[src/rtl/cfg_readback_pkg.sv]
package cfg_readback_pkg;
    typedef enum logic [1:0] {
        S_IDLE = 2'd0,
        S_LOCK = 2'd1,
        S_SIG  = 2'd2
    } rb_state_e;

    localparam int BIT_EN   = 0;
    localparam int BIT_LOCK = 3;
    localparam int BIT_SIG  = 5;
endpackage

[src/rtl/rb_window_timer.sv]
module rb_window_timer #(
    parameter int WINDOW = 3
) (
    input  logic clk,
    input  logic rst,
    input  logic restart,
    input  logic run,
    output logic last
);
    localparam int CW = $clog2(WINDOW + 1);
    localparam logic [CW-1:0] LAST_CNT = CW'(WINDOW - 1);

    logic [CW-1:0] cnt;

    always_ff @(posedge clk) begin
        if (rst || restart || !run) begin
            cnt <= '0;
        end else if (cnt != LAST_CNT) begin
            cnt <= cnt + 1'b1;
        end
    end

    assign last = run && (cnt == LAST_CNT);
endmodule

[src/rtl/rb_byte_select.sv]
module rb_byte_select #(
    parameter int SIG_BYTES = 3
) (
    input  logic                   mode_lock,
    input  logic                   mode_sig,
    input  logic [15:0]            zptr,
    input  logic [7:0]             flash_data,
    input  logic [7:0]             fuse_lo,
    input  logic [7:0]             fuse_hi,
    input  logic [3:0]             fuse_ext,
    input  logic [5:0]             lock_bits,
    input  logic [8*SIG_BYTES-1:0] sig_bytes,
    output logic [7:0]             sel_data
);
    logic [SIG_BYTES-1:0] sig_hit;
    logic [7:0]           sig_part [SIG_BYTES];
    logic [7:0]           sig_val;
    logic [7:0]           lock_val;

    for (genvar g = 0; g < SIG_BYTES; g++) begin : g_sig
        assign sig_hit[g]  = (zptr == 16'(2 * g));
        assign sig_part[g] = sig_hit[g] ? sig_bytes[8*g +: 8] : 8'h00;
    end

    always_comb begin
        sig_val = (sig_hit == '0) ? 8'hFF : 8'h00;
        for (int i = 0; i < SIG_BYTES; i++) begin
            sig_val = sig_val | sig_part[i];
        end
    end

    always_comb begin
        unique case (zptr)
            16'h0000: lock_val = fuse_lo;
            16'h0001: lock_val = {2'b11, lock_bits};
            16'h0002: lock_val = {4'hF, fuse_ext};
            16'h0003: lock_val = fuse_hi;
            default:  lock_val = 8'hFF;
        endcase
    end

    always_comb begin
        if (mode_sig) begin
            sel_data = sig_val;
        end else if (mode_lock) begin
            sel_data = lock_val;
        end else begin
            sel_data = flash_data;
        end
    end
endmodule

[src/rtl/cfg_readback.sv]
module cfg_readback
    import cfg_readback_pkg::*;
#(
    parameter int WINDOW    = 3,
    parameter int SIG_BYTES = 3
) (
    input  logic                   clk,
    input  logic                   rst,
    input  logic                   ctl_we,
    input  logic [7:0]             ctl_wdata,
    input  logic                   ld_strobe,
    input  logic                   st_strobe,
    input  logic [15:0]            zptr,
    input  logic [7:0]             flash_data,
    input  logic [7:0]             fuse_lo,
    input  logic [7:0]             fuse_hi,
    input  logic [3:0]             fuse_ext,
    input  logic [5:0]             lock_bits,
    input  logic [8*SIG_BYTES-1:0] sig_bytes,
    output logic [7:0]             rd_data,
    output logic [7:0]             ctl_bits
);
    rb_state_e state, nxt;
    rb_state_e wr_target;
    logic      win_last;
    logic      restart;
    logic      armed;
    logic [7:0] sel_data;

    // Decode of a control write into the state it requests
    always_comb begin
        if (!ctl_wdata[BIT_EN]) begin
            wr_target = S_IDLE;
        end else if (ctl_wdata[BIT_SIG]) begin
            wr_target = S_SIG;   // arm_sig wins over arm_lock
        end else if (ctl_wdata[BIT_LOCK]) begin
            wr_target = S_LOCK;
        end else begin
            wr_target = S_IDLE;
        end
    end

    assign armed   = (state != S_IDLE);
    assign restart = ctl_we && (wr_target != S_IDLE);

    rb_window_timer #(.WINDOW(WINDOW)) u_timer (
        .clk     (clk),
        .rst     (rst),
        .restart (restart),
        .run     (armed),
        .last    (win_last)
    );

    rb_byte_select #(.SIG_BYTES(SIG_BYTES)) u_sel (
        .mode_lock  (state == S_LOCK),
        .mode_sig   (state == S_SIG),
        .zptr       (zptr),
        .flash_data (flash_data),
        .fuse_lo    (fuse_lo),
        .fuse_hi    (fuse_hi),
        .fuse_ext   (fuse_ext),
        .lock_bits  (lock_bits),
        .sig_bytes  (sig_bytes),
        .sel_data   (sel_data)
    );

    // Next-state logic
    always_comb begin
        nxt = state;
        if (ctl_we) begin
            nxt = wr_target;                       // arm_lock / arm_sig / disarm_write
        end else begin
            unique case (state)
                S_IDLE: nxt = S_IDLE;
                S_LOCK, S_SIG: begin
                    if (ld_strobe || st_strobe || win_last) begin
                        nxt = S_IDLE;              // complete / store_abort / expire
                    end
                end
                default: nxt = S_IDLE;
            endcase
        end
    end

    // State register
    always_ff @(posedge clk) begin
        if (rst) begin
            state <= S_IDLE;
        end else begin
            state <= nxt;
        end
    end

    // Outputs
    always_ff @(posedge clk) begin
        if (rst) begin
            rd_data <= 8'h00;
        end else if (ld_strobe) begin
            rd_data <= sel_data;
        end
    end

    always_comb begin
        ctl_bits = 8'h00;
        unique case (state)
            S_IDLE: ctl_bits = 8'h00;
            S_LOCK: begin
                ctl_bits[BIT_EN]   = 1'b1;
                ctl_bits[BIT_LOCK] = 1'b1;
            end
            S_SIG: begin
                ctl_bits[BIT_EN]  = 1'b1;
                ctl_bits[BIT_SIG] = 1'b1;
            end
            default: ctl_bits = 8'h00;
        endcase
    end
endmodule

[config.mk]
export PLATFORM = sky130hd
export DESIGN_NAME = cfg_readback
export DESIGN_NICKNAME = d
export VERILOG_FILES = /design/src/rtl/cfg_readback_pkg.sv /design/src/rtl/rb_window_timer.sv /design/src/rtl/rb_byte_select.sv /design/src/rtl/cfg_readback.sv
export SDC_FILE = /design/constraint.sdc
export NUM_CORES = 1
export LEC_CHECK = 0
export ABC_CLOCK_PERIOD_IN_PS = 1670
export BUFFER_PORTS_ARGS = -buffer_cell sky130_fd_sc_hd__buf_2
export CAP_MARGIN = 20
export CORE_UTILIZATION = 35
export CTS_CLUSTER_DIAMETER = 50
export DETAILED_ROUTE_END_ITERATION = 12
export PLACE_DENSITY = 0.74
export SETUP_SLACK_MARGIN = 0.05
export SYNTH_ARGS = -nofsm -noshare
export SYNTH_HDL_FRONTEND = slang
export SYNTH_SLANG_ARGS = --single-unit
export TNS_END_PERCENT = 1
[constraint.sdc]
create_clock -name clk -period 1.67 [get_ports clk]
set_input_delay 0.0835 -clock clk [delete_from_list [all_inputs] [get_ports clk]]
set_output_delay 0.0835 -clock clk [all_outputs]
set_load 0.005 [all_outputs]
==> results by group <==
Synth
  – Post-synthesis sequential area ratio: 18.39%
  – Ys flop type: dfxtp_1
  – Post-Synth Adder-Cell Area: 3.831%
  – Synth Area in Simple Gates: 31.23%
  – Post-synth ARST share: 0%
  – YS warnings: 0
  – Post-Syn Area per Cell: 7.775 um2
  – Post-Synth XOR/XNOR Area: 0.6705%
  – Synth area leader: dfxtp_1
  – Post-Syn Area: 0.001306 mm2
  – Mux share of post-synthesis cell area: 12.26%
  – Share of the synthesized area in the top cell type: 18.39%
  – Yosys cell types: 42
  – EDFF count, synth: 0
  – Gate Count Post-Synth: 168
  – Largest family of logic cells by synthesized area: simple AND/OR/NAND/NOR gates
  – Top-count cell post-synth: nor2_1
  – Synth cell count leaders: nor2_1, mux2i_1, dfxtp_1
  – Synth top area cells: dfxtp_1, mux2i_1, nor2_1, a2111oi_2, buf_4
  – Compound-Gate Fraction of Synth Area: 21.84%
  – Register bit count reported by yosys: 12

CTS
  – Hold Buf Count CTS: 0
  – CTS tree: done
  – Clock buffer count from CTS: 3
  – Root Driver: clkbuf_8
  – CTS sink count: 12
  – Clk buf depth: 2
  – H-tree level count: 1
  – Worst skew pair latency: 0.24 ns
  – Clock transition at path regs: 0.06 ns

Finish
  – N_diodes: 0
  – Share of layout cells above drive strength 1: 51.17%
  – Area occupied by multi-input gates: 0.001106 mm2
  – FILL cells: 337
  – Reg area: 242.7 um2
  – Layout area overhead: 54.12%
  – Final core occ: 58.49%
  – Final #Nets: 349

Timing
  – Final Hold Fails: 0
  – Slew Limit Fails: 0
  – Fmax: 607.1 MHz
  – Max_slew headroom: 66.54%
  – Final Cycle Share: 98.63%
  – RSZ-0062 raised after global routing: true
  – Worst slew pin tran: 0.5008 ns
  – Clock Skews: 0.002710 ns
  – Worst setup margin: 0.02287 ns
  – Final min period: 1.647 ns
  – # setup viols final: 0

Worst setup path
  – Reg2reg setup slack: 0.02 ns
  – CP Class: reg -> reg
  – Worst Setup End Kind: flop
  – Critical path arrival: 1.81 ns
  – Startpoint types: flop
  – Worst EP required: 1.83 ns
  – CP Max Fanout: 3

Global route
  – Global route overflow: 0
  – Vias in the first global route: 1547
  – First-pass GRT wire length: 6.520 mm
  – Antenna violations before repair: 0
  – Largest net degree at the start of global routing: 18
  – Overall Global Routing Usage: 20.49%

Floorplanning
  – Core area: 0.003442 mm2
  – I/O Pins: 103
  – FP Rows: 21
  – Die width: 63.09 um
  – Initial Util: 37.95%
  – Die Y: 63.09 um
  – Die area: 0.003980 mm2

Pwr
  – Net Sw Frac: 31.90%
  – Max VDD drop: 0.2259 mV
  – Internal power: 612.1 uW
  – Combinational power share: 35.5%
  – Clock Power Share: 29.5%
  – Leakage power: 0.0009012 uW
  – PD cells: 446.5 mW/mm2
  – Switching pwr: 286.7 uW
  – Sequential share of power: 34.9%

Detailed routing
  – Average wire per standard cell: 14.00 um
  – Drt drc: 0
  – First-pass DRT Iterations: 4
  – Initial drt markers: 28
  – DR vias/cell: 5.298
  – Final ANT Viol Nets: 0
  – Routed WL: 4.229 mm
  – Vias: 1600

Job
  – Max cap viols: 0

Hold path
  – Tightest Hold Check Type: in -> reg

Place
  – DP Wirelength: 3.290 mm
  – DP Worst Slack: -0.01001 ns
  – Buffers added on ports: 92
  – GP Congestion: 0.8298

Run status
  – Status: complete, no violations
critical path: stages (launching register included):
cell     delay [ns]
dfxtp_2        0.36
inv_1          0.07
ha_1           0.30
or4b_4         0.46
a21oi_2        0.14
nand2_1        0.09
a21oi_2        0.15
layer usage:
layer | global-route usage [%] | part of all wire [%] | vias to the layer above
li1 | - | - | 795
met1 | 24.51 | 42 | 725
met2 | 37.23 | 51 | 70
met3 | 2.899 | 5.5 | 10
met4 | 6.105 | 1.9 | 0
met5 | 0 | 0 | -
layout by cell type (no fill, tap or decap), types with 2 or more instances in the layout:
| cell type | netlist | final |
|---|---|---|
| clkbuf_8 | 0 | 3 |
| a31oi_1 | 3 | 3 |
| buf_2 | 6 | 92 |
| nor4_2 | 0 | 2 |
| o21ai_0 | 3 | 3 |
| a2111oi_4 | 0 | 6 |
| nor2_1 | 30 | 29 |
| a21oi_2 | 0 | 2 |
| dfxtp_2 | 0 | 2 |
| buf_4 | 9 | 8 |
| nor3_1 | 10 | 10 |
| nor4_1 | 7 | 5 |
| mux2i_1 | 16 | 16 |
| o41ai_1 | 3 | 3 |
| or4_1 | 3 | 3 |
| inv_1 | 9 | 8 |
| conb_1 | 1 | 5 |
| o31ai_1 | 2 | 2 |
| nand4_1 | 2 | 2 |
| dfxtp_1 | 12 | 10 |
| a2111oi_2 | 5 | 3 |
| a21oi_1 | 5 | 3 |
| ha_1 | 4 | 2 |
| nor4_4 | 2 | 2 |
| nand2_1 | 6 | 6 |
metrics by stage:
step | power (uW) | hold slack, ns | TNS [ns] | std cells | cell area (um2)
floorplan | 469.3 | 0.2506 | 0 | 172 | 1321
global placement | 604.7 | 0.3575 | 0 | 298 | 1783
detailed placement | 608.3 | 0.3680 | -0.01068 | 298 | 1783
CTS | 876.8 | 0.1224 | 0 | 301 | 1863
global route | 950.4 | 0.1429 | -0.08456 | 302 | 2013
finish | 898.8 | 0.1305 | 0 | 302 | 2013
cell type report:
| class | count | share of cell area, % |
|---|---|---|
| multi-input cells | 131 | 54.94 |
| repair buffers | 101 | 26.41 |
| flip-flops and latches | 12 | 12.06 |
| well taps | 46 | 2.859 |
| clock buffers | 3 | 2.051 |
| inverters | 9 | 1.678 |
state kept, by name, summed over array words and instances (netlist names):
signal and cells:
u_timer.cnt 2, rd_data 8, state 2
logic make-up (layout without fill, tap and decap cells):
kind of cell	after synthesis	after routing
compound gates	34	34
xor+xnor	1	1
fa+ha+maj	4	4
buf+inv	29	113
other cells	1	5
mux	16	16
simple gates	71	71
flops	12	12
power by group through the flow:
stage | sequential [uW] | clock (uW) | combinational, uW
3_5_place_dp | 319 | 0 | 289
2_1_floorplan | 319 | 0 | 150
5_1_grt | 315 | 284 | 351
4_1_cts | 313 | 267 | 297
6_report | 314 | 266 | 319
3_3_place_gp | 319 | 0 | 286
final timing paths:
| kind | from | endpoint | cells past startpoint |
|---|---|---|---|
| worst max-delay path | state[1]$_SDFFE_PP0P_ | state[0]$_SDFFE_PP0P_ | 6 |
| worst min-delay path | fuse_hi[0] | rd_data[0]$_SDFFE_PP0P_ | 3 |
| worst max register to register | state[1]$_SDFFE_PP0P_ | state[0]$_SDFFE_PP0P_ | 6 |
| worst min register to register | rd_data[7]$_SDFFE_PP0P_ | rd_data[7]$_SDFFE_PP0P_ | 2 |
timing repair:
action | 4_1_cts | 5_1_grt
resized for setup | 10 | 21
cloned | 0 | 0
buffers inserted | 0 | 1
endpoints found under the setup margin | 6 | 9
pin swaps | 1 | 3
No activity file was read; power rests on OpenSTA's default activity.
